<file path="src/rtl/bbu_pkg.sv">
package bbu_pkg;

    parameter int ADDR_W = 32;
    parameter int DATA_W = 32;

    localparam logic [1:0] SRC_FETCH = 2'd0;
    localparam logic [1:0] SRC_MEM   = 2'd1;
    localparam logic [1:0] SRC_INT   = 2'd2;
    localparam logic [1:0] SZ_LONG   = 2'd2;

    localparam logic [2:0] REG_AVAL  = 3'd0;
    localparam logic [2:0] REG_AMASK = 3'd1;
    localparam logic [2:0] REG_DVAL  = 3'd2;
    localparam logic [2:0] REG_DMASK = 3'd3;
    localparam logic [2:0] REG_CTL   = 3'd4;
    localparam logic [2:0] REG_CLR   = 3'd7;

    typedef struct packed {
        logic       after_exec;  // 12
        logic [1:0] size;        // 11:10
        logic       size_en;     // 9
        logic       dir_wr;      // 8
        logic       dir_en;      // 7
        logic       cyc_fetch;   // 6
        logic       cyc_en;      // 5
        logic       data_src;    // 4
        logic       data_en;     // 3
        logic [1:0] addr_src;    // 2:1
        logic       addr_en;     // 0
    } ctl_t;

    localparam int CTL_W = $bits(ctl_t);

    typedef struct packed {
        logic [ADDR_W-1:0] addr_val;
        logic [ADDR_W-1:0] addr_mask;
        logic [DATA_W-1:0] data_val;
        logic [DATA_W-1:0] data_mask;
        ctl_t              ctl;
    } chan_cfg_t;

    typedef enum logic [1:0] {
        CH_OFF   = 2'd0,
        CH_WATCH = 2'd1,
        CH_PEND  = 2'd2
    } ch_state_e;

endpackage

</file>
<file path="src/rtl/bbu_cfg_regs.sv">
module bbu_cfg_regs
    import bbu_pkg::*;
#(
    parameter int NUM_CH = 2,
    parameter int CFG_AW = $clog2(NUM_CH) + 3
) (
    input  logic              clk,
    input  logic              rst_n,
    input  logic              we_i,
    input  logic [CFG_AW-1:0] addr_i,
    input  logic [31:0]       wdata_i,
    input  logic [NUM_CH-1:0] hit_set_i,
    output chan_cfg_t         cfg_o [NUM_CH],
    output logic [NUM_CH-1:0] status_o
);

    localparam int SEL_W = CFG_AW - 3;

    logic [2:0] reg_sel;
    assign reg_sel = addr_i[2:0];

    logic clr_write;
    assign clr_write = we_i && (reg_sel == REG_CLR);

    for (genvar c = 0; c < NUM_CH; c++) begin : g_ch
        logic      ch_sel;
        chan_cfg_t cfg_q;
        logic      stat_q;

        assign ch_sel = we_i && (addr_i[CFG_AW-1:3] == SEL_W'(c));

        always_ff @(posedge clk or negedge rst_n) begin
            if (!rst_n) begin
                cfg_q <= '0;
            end else if (ch_sel) begin
                unique case (reg_sel)
                    REG_AVAL:  cfg_q.addr_val  <= wdata_i[ADDR_W-1:0];
                    REG_AMASK: cfg_q.addr_mask <= wdata_i[ADDR_W-1:0];
                    REG_DVAL:  cfg_q.data_val  <= wdata_i[DATA_W-1:0];
                    REG_DMASK: cfg_q.data_mask <= wdata_i[DATA_W-1:0];
                    REG_CTL:   cfg_q.ctl       <= ctl_t'(wdata_i[CTL_W-1:0]);
                    default:   ;
                endcase
            end
        end

        always_ff @(posedge clk or negedge rst_n) begin
            if (!rst_n) begin
                stat_q <= 1'b0;
            end else begin
                stat_q <= hit_set_i[c] | (stat_q & ~(clr_write & wdata_i[c]));
            end
        end

        assign cfg_o[c]    = cfg_q;
        assign status_o[c] = stat_q;

        assert_clear_drops_R10 : assert property (@(posedge clk) disable iff (!rst_n)
            (clr_write && wdata_i[c] && !hit_set_i[c]) |=> !status_o[c]);
    end

endmodule

</file>
<file path="src/rtl/bbu_matcher.sv">
module bbu_matcher
    import bbu_pkg::*;
(
    input  chan_cfg_t         cfg_i,
    input  logic              fetch_valid_i,
    input  logic [ADDR_W-1:0] fetch_addr_i,
    input  logic              mem_valid_i,
    input  logic              mem_write_i,
    input  logic [1:0]        mem_size_i,
    input  logic [ADDR_W-1:0] mem_addr_i,
    input  logic [DATA_W-1:0] mem_data_i,
    input  logic              int_valid_i,
    input  logic              int_write_i,
    input  logic [1:0]        int_size_i,
    input  logic [ADDR_W-1:0] int_addr_i,
    input  logic [DATA_W-1:0] int_data_i,
    output logic              on_o,
    output logic              defer_o,
    output logic              match_o
);

    ctl_t              ctl;
    logic              sel_valid;
    logic              sel_write;
    logic [1:0]        sel_size;
    logic [ADDR_W-1:0] sel_addr;
    logic [DATA_W-1:0] sel_data;
    logic              is_fetch;
    logic              addr_ok, data_ok, cyc_ok, dir_ok, size_ok;

    assign ctl = cfg_i.ctl;

    always_comb begin
        sel_valid = 1'b0;
        sel_write = 1'b0;
        sel_size  = SZ_LONG;
        sel_addr  = '0;
        unique case (ctl.addr_src)
            SRC_FETCH: begin
                sel_valid = fetch_valid_i;
                sel_addr  = fetch_addr_i;
            end
            SRC_MEM: begin
                sel_valid = mem_valid_i;
                sel_write = mem_write_i;
                sel_size  = mem_size_i;
                sel_addr  = mem_addr_i;
            end
            SRC_INT: begin
                sel_valid = int_valid_i;
                sel_write = int_write_i;
                sel_size  = int_size_i;
                sel_addr  = int_addr_i;
            end
            default: sel_valid = 1'b0;
        endcase
    end

    assign sel_data = ctl.data_src ? int_data_i : mem_data_i;
    assign is_fetch = (ctl.addr_src == SRC_FETCH);

    assign addr_ok = !ctl.addr_en || (((sel_addr ^ cfg_i.addr_val) & ~cfg_i.addr_mask) == '0);
    assign data_ok = !ctl.data_en || (((sel_data ^ cfg_i.data_val) & ~cfg_i.data_mask) == '0);
    assign cyc_ok  = !ctl.cyc_en  || (ctl.cyc_fetch == is_fetch);
    assign dir_ok  = !ctl.dir_en  || (ctl.dir_wr == sel_write);
    assign size_ok = !ctl.size_en || (ctl.size == sel_size);

    assign on_o    = ctl.addr_en | ctl.data_en | ctl.cyc_en | ctl.dir_en | ctl.size_en;
    assign defer_o = ctl.after_exec && is_fetch;
    assign match_o = on_o && sel_valid && addr_ok && data_ok && cyc_ok && dir_ok && size_ok;

endmodule

</file>
<file path="src/rtl/bbu_chan_fsm.sv">
module bbu_chan_fsm
    import bbu_pkg::*;
(
    input  logic clk,
    input  logic rst_n,
    input  logic on_i,
    input  logic match_i,
    input  logic defer_i,
    input  logic insn_done_i,
    output logic req_now_o,
    output logic pending_o
);

    ch_state_e state_q, state_d;

    always_ff @(posedge clk or negedge rst_n) begin
        if (!rst_n) state_q <= CH_OFF;
        else        state_q <= state_d;
    end

    always_comb begin
        state_d = state_q;
        unique case (state_q)
            CH_OFF: begin
                if (on_i) state_d = (match_i && defer_i) ? CH_PEND : CH_WATCH;
            end
            CH_WATCH: begin
                if (!on_i)                   state_d = CH_OFF;
                else if (match_i && defer_i) state_d = CH_PEND;
            end
            CH_PEND: begin
                if (insn_done_i) state_d = on_i ? CH_WATCH : CH_OFF;
                else if (!on_i)  state_d = CH_OFF;
            end
            default: state_d = CH_OFF;
        endcase
    end

    always_comb begin
        pending_o = (state_q == CH_PEND);
        req_now_o = (match_i && !defer_i) || (pending_o && insn_done_i);
    end

    assert_pend_release_R8 : assert property (@(posedge clk) disable iff (!rst_n)
        (state_q == CH_PEND && insn_done_i) |=> (state_q != CH_PEND));

    assert_pend_entry_R8 : assert property (@(posedge clk) disable iff (!rst_n)
        $rose(state_q == CH_PEND) |-> $past(match_i && defer_i));

endmodule

</file>
<file path="src/rtl/bus_break_unit.sv">
module bus_break_unit
    import bbu_pkg::*;
#(
    parameter int NUM_CH = 2,
    parameter int CFG_AW = $clog2(NUM_CH) + 3
) (
    input  logic              clk,
    input  logic              rst_n,
    input  logic              cfg_we,
    input  logic [CFG_AW-1:0] cfg_addr,
    input  logic [31:0]       cfg_wdata,
    input  logic              fetch_valid,
    input  logic [ADDR_W-1:0] fetch_addr,
    input  logic              mem_valid,
    input  logic              mem_write,
    input  logic [1:0]        mem_size,
    input  logic [ADDR_W-1:0] mem_addr,
    input  logic [DATA_W-1:0] mem_data,
    input  logic              int_valid,
    input  logic              int_write,
    input  logic [1:0]        int_size,
    input  logic [ADDR_W-1:0] int_addr,
    input  logic [DATA_W-1:0] int_data,
    input  logic              insn_done,
    output logic [NUM_CH-1:0] chan_hit,
    output logic [NUM_CH-1:0] status_flags,
    output logic              trig_pulse,
    output logic              break_req
);

    chan_cfg_t         cfg [NUM_CH];
    logic [NUM_CH-1:0] ch_on, ch_defer, ch_match, ch_req, ch_pend;

    bbu_cfg_regs #(.NUM_CH(NUM_CH), .CFG_AW(CFG_AW)) u_regs (
        .clk       (clk),
        .rst_n     (rst_n),
        .we_i      (cfg_we),
        .addr_i    (cfg_addr),
        .wdata_i   (cfg_wdata),
        .hit_set_i (ch_match),
        .cfg_o     (cfg),
        .status_o  (status_flags)
    );

    for (genvar c = 0; c < NUM_CH; c++) begin : g_chan
        bbu_matcher u_match (
            .cfg_i         (cfg[c]),
            .fetch_valid_i (fetch_valid),
            .fetch_addr_i  (fetch_addr),
            .mem_valid_i   (mem_valid),
            .mem_write_i   (mem_write),
            .mem_size_i    (mem_size),
            .mem_addr_i    (mem_addr),
            .mem_data_i    (mem_data),
            .int_valid_i   (int_valid),
            .int_write_i   (int_write),
            .int_size_i    (int_size),
            .int_addr_i    (int_addr),
            .int_data_i    (int_data),
            .on_o          (ch_on[c]),
            .defer_o       (ch_defer[c]),
            .match_o       (ch_match[c])
        );

        bbu_chan_fsm u_fsm (
            .clk         (clk),
            .rst_n       (rst_n),
            .on_i        (ch_on[c]),
            .match_i     (ch_match[c]),
            .defer_i     (ch_defer[c]),
            .insn_done_i (insn_done),
            .req_now_o   (ch_req[c]),
            .pending_o   (ch_pend[c])
        );
    end

    always_ff @(posedge clk or negedge rst_n) begin
        if (!rst_n) begin
            chan_hit   <= '0;
            trig_pulse <= 1'b0;
            break_req  <= 1'b0;
        end else begin
            chan_hit   <= ch_match;
            trig_pulse <= |ch_match;
            break_req  <= |ch_req;
        end
    end

    assert_trig_status_R10 : assert property (@(posedge clk) disable iff (!rst_n)
        trig_pulse |-> (|status_flags));

    assert_hit_needs_valid_R6 : assert property (@(posedge clk) disable iff (!rst_n)
        (|chan_hit) |-> $past(fetch_valid | mem_valid | int_valid));

    assert_req_has_cause_R9 : assert property (@(posedge clk) disable iff (!rst_n)
        break_req |-> ($past(|ch_match) || $past(insn_done)));

endmodule

</file>
<file path="config.mk">
export PLATFORM = sky130hd
export DESIGN_NAME = bus_break_unit
export DESIGN_NICKNAME = d
export VERILOG_FILES = /design/src/rtl/bbu_pkg.sv /design/src/rtl/bbu_cfg_regs.sv /design/src/rtl/bbu_matcher.sv /design/src/rtl/bbu_chan_fsm.sv /design/src/rtl/bus_break_unit.sv
export SDC_FILE = /design/constraint.sdc
export NUM_CORES = 1
export LEC_CHECK = 0
export CORE_MARGIN = 10
export CORE_UTILIZATION = 56
export DETAILED_ROUTE_END_ITERATION = 10
export HOLD_SLACK_MARGIN = 0.1
export PLACE_DENSITY = 0.83
export SLEW_MARGIN = 20
export SYNTH_ARGS = -nofsm -noshare
export SYNTH_HDL_FRONTEND = slang
export SYNTH_HIERARCHICAL = 1
export SYNTH_SLANG_ARGS = --single-unit
</file>
<file path="constraint.sdc">
create_clock -name clk -period 4.1 [get_ports clk]
set_input_delay 0.615 -clock clk [delete_from_list [all_inputs] [get_ports clk]]
set_output_delay 0.615 -clock clk [all_outputs]
set_load 0.02 [all_outputs]
</file>
==> results.txt <==
Pins Over Slew Limit: 0
Clock skew: 13.3 ps
# setup viols final: 0
Critical-path maximum fanout: 12
H-tree Lvls: 1
Fin crit period: 3920 ps
P&R area growth vs syn: 22.2%
WL/cell: 27.9 µm
Tcrit/Tclk final: 0.956
Cell Area, Synth: 0.0162 mm²
Actual slew at the worst max-slew pin: 918 ps
Placement Cell Area: 0.0187 mm²
Crit path arrival time: 4360 ps
Crit path launch type: register
Slew margin rel.: 0.388
GRT overflow: 0
Die extent in y: 190 µm
Final hold slack: 492 ps
Largest net degree at the start of global routing: 86
RSZ-0062 raised after global routing: false
Clk_lat worst skew: 560 ps
Outcome: complete, no violations
Kind of critical path: reg2reg
Row Count: 62
# DRC: 0
GPL Wtd Cong: 1.06
Pwr dens: 539 mW/mm²
Initial core utilization: 0.566
Setup crit end kind: register
Final cell count without fillers: 2022
Max VDD drop: 0.362 mV
I/O Buffers: 214
Number of enable flip-flop cells after synthesis: 0
Core Area: 0.0286 mm²
DR iter-0 viols: 1412
Num CTS Buffers: 30
Pre-antenna DRT Iters: 7
Unique masters post-synth: 54
Sum Neg Setup Slack: 0 ps
CTS Root Cell: clkbuf_16
Maxcap violations: 0
# IOs: 215
Fmax: 255 MHz
Most frequent cells in the layout: dfrtp_1 (290), mux2_2 (251), clkdlybuf4s50_1 (213)
Cells after synthesis: 1415
First-pass GRT wire length: 83.8 mm
Clock buffer depth: 3
Initial antenna violation count: 2
Top_reg_cell synth: dfrtp_1
Post-Place Cells: 1965
Clk sink count: 292
Most common cell after layout, fill and taps aside: dfrtp_1
Die area: 0.0361 mm²
Vias: 13.0k
Leakage power: 8.60 nW
Async SR Flop Fraction: 1.00
Share of cells above drive strength 1: 0.239
CTS tree: done
Critical path data required time: 4540 ps
Post-DR vias/cell: 6.45
Antenna cells: 0
Final wirelength: 56.5 mm
Synth warnings: 6
Chip width: 190 µm
Min-Delay Path Class: reg2reg
Fin. Hold Viols: 0
Final HPWL DP: 42.1 mm
Clock-pin slew on the worst setup and hold paths: 60 ps
Post-synthesis sequential area ratio: 0.451
Layout Nets: 1831
Synth Net Count: 1632
Synthesized flop and latch total: 292
Flop2flop setup slack: 180 ps
Fill count: 2039
Fin area: 0.0198 mm²
Total GRT Usage: 0.305
Vias in the first global route: 13.3k
Mapped Avg Cell Area: 11.5 µm²
Post-route ant nets: 0
## final timing paths
kind                                             from                         end  depth (start not counted)
worst max-delay path                u_regs/cfg_o[142]  g_chan[0].u_fsm/state_q[0]                         13
worst min-delay path            u_regs/g_ch[1].stat_q       u_regs/g_ch[1].stat_q                          1
worst max register to register      u_regs/cfg_o[142]  g_chan[0].u_fsm/state_q[0]                         13
worst min register to register  u_regs/g_ch[1].stat_q       u_regs/g_ch[1].stat_q                          1
max in group asynchronous                       rst_n            u_regs/cfg_o[42]                          3
min in group asynchronous                       rst_n           u_regs/cfg_o[131]                          2
## stage by stage
step                 util  setup WS, ps  power, mW
floorplan               -           926       6.27
finish              0.692           182       10.7
global route        0.692          44.8       11.1
detailed placement  0.654           209       7.67
CTS                 0.692           234       10.6
global placement    0.654           288       7.55
## area by class of cell
type,count,area (µm²),share of cell area
Clock inverter,12,173,0.00872
Tap cell,384,480,0.0243
Multi-Input combinational cell,987,8290,0.419
Timing Repair Buffer,253,2470,0.125
Inverter,50,188,0.00948
Clock buffer,44,895,0.0452
Sequential cell,292,7310,0.369
## per-layer routing
layer  vias up  routed length (µm)  GRT usage
met5         -                  32          0
met4         4                2400      0.121
met3       133                4490     0.0536
met2       686               26600      0.495
met1      6569               23000      0.398
li1       5644                   -          -
## where the power goes
part / switching (mW) / internal (mW)
sequential: 0.749 / 3.56
combinational: 1.77 / 1.67
clock: 1.18 / 1.76
total: 3.69 / 6.99
## critical path: stages, from the launching register on
cell	delay, ps
dfrtp_1	410
inv_1	90
ha_1	370
buf_4	260
buf_4	180
a22oi_1	260
mux2i_1	230
o22ai_1	120
or4_4	570
a2111oi_4	190
o2111ai_1	220
a221oi_2	570
nand2_1	110
a32o_1	210
## cell families (layout without fill, tap and decap cells)
family                   count (synthesis)  count (layout)  share of synthesized area
buffers and inverters                  136             359                     0.0384
XOR/XNOR                                72              72                     0.0389
AND/OR/NAND/NOR                        251             251                     0.0786
AO/OA/AOI/OAI                          280             280                      0.125
flip-flops                             292             292                      0.451
adder cells (fa/ha/maj)                  8               8                    0.00618
multiplexers                           376             376                      0.262
## synth_stat cells (5+ instances only)
cell	number	share of area
nand2_1	40	0.0093
inv_1	50	0.012
nor2_1	92	0.021
dfrtp_1	292	0.45
nand2b_1	18	0.0070
clkbuf_1	9	0.0021
nor3_1	26	0.0080
a31oi_1	22	0.0085
buf_4	8	0.0037
o22ai_1	68	0.026
a21boi_0	30	0.014
buf_1	29	0.0067
nor2b_1	5	0.0019
mux2_2	251	0.17
mux2i_1	92	0.057
a22oi_1	88	0.041
a21oi_1	28	0.0086
buf_6	5	0.0035
buf_2	34	0.011
nand3_1	6	0.0019
mux2_4	32	0.030
xor2_1	68	0.037
a22o_1	6	0.0032
o2111ai_1	6	0.0032
nand4_1	13	0.0050
nor4_1	26	0.010
ha_1	8	0.0062
a222oi_1	8	0.0049
## registers in the layout, summed over array words and instances, names as in the netlist
register,cells
trig_pulse,1
u_regs/cfg_o,282
u_regs/g_ch.stat_q,2
break_req,1
chan_hit,2
g_chan.u_fsm/state_q,4
## timing repair
| item | 4_1_cts | 5_1_grt |
|---|---|---|
| hold endpoints to repair | 49 | 0 |
| setup buffers | 0 | 0 |
| hold buffers | 1 | 0 |
| resized for setup | 0 | 0 |
No activity file was read; power rests on OpenSTA's default activity.
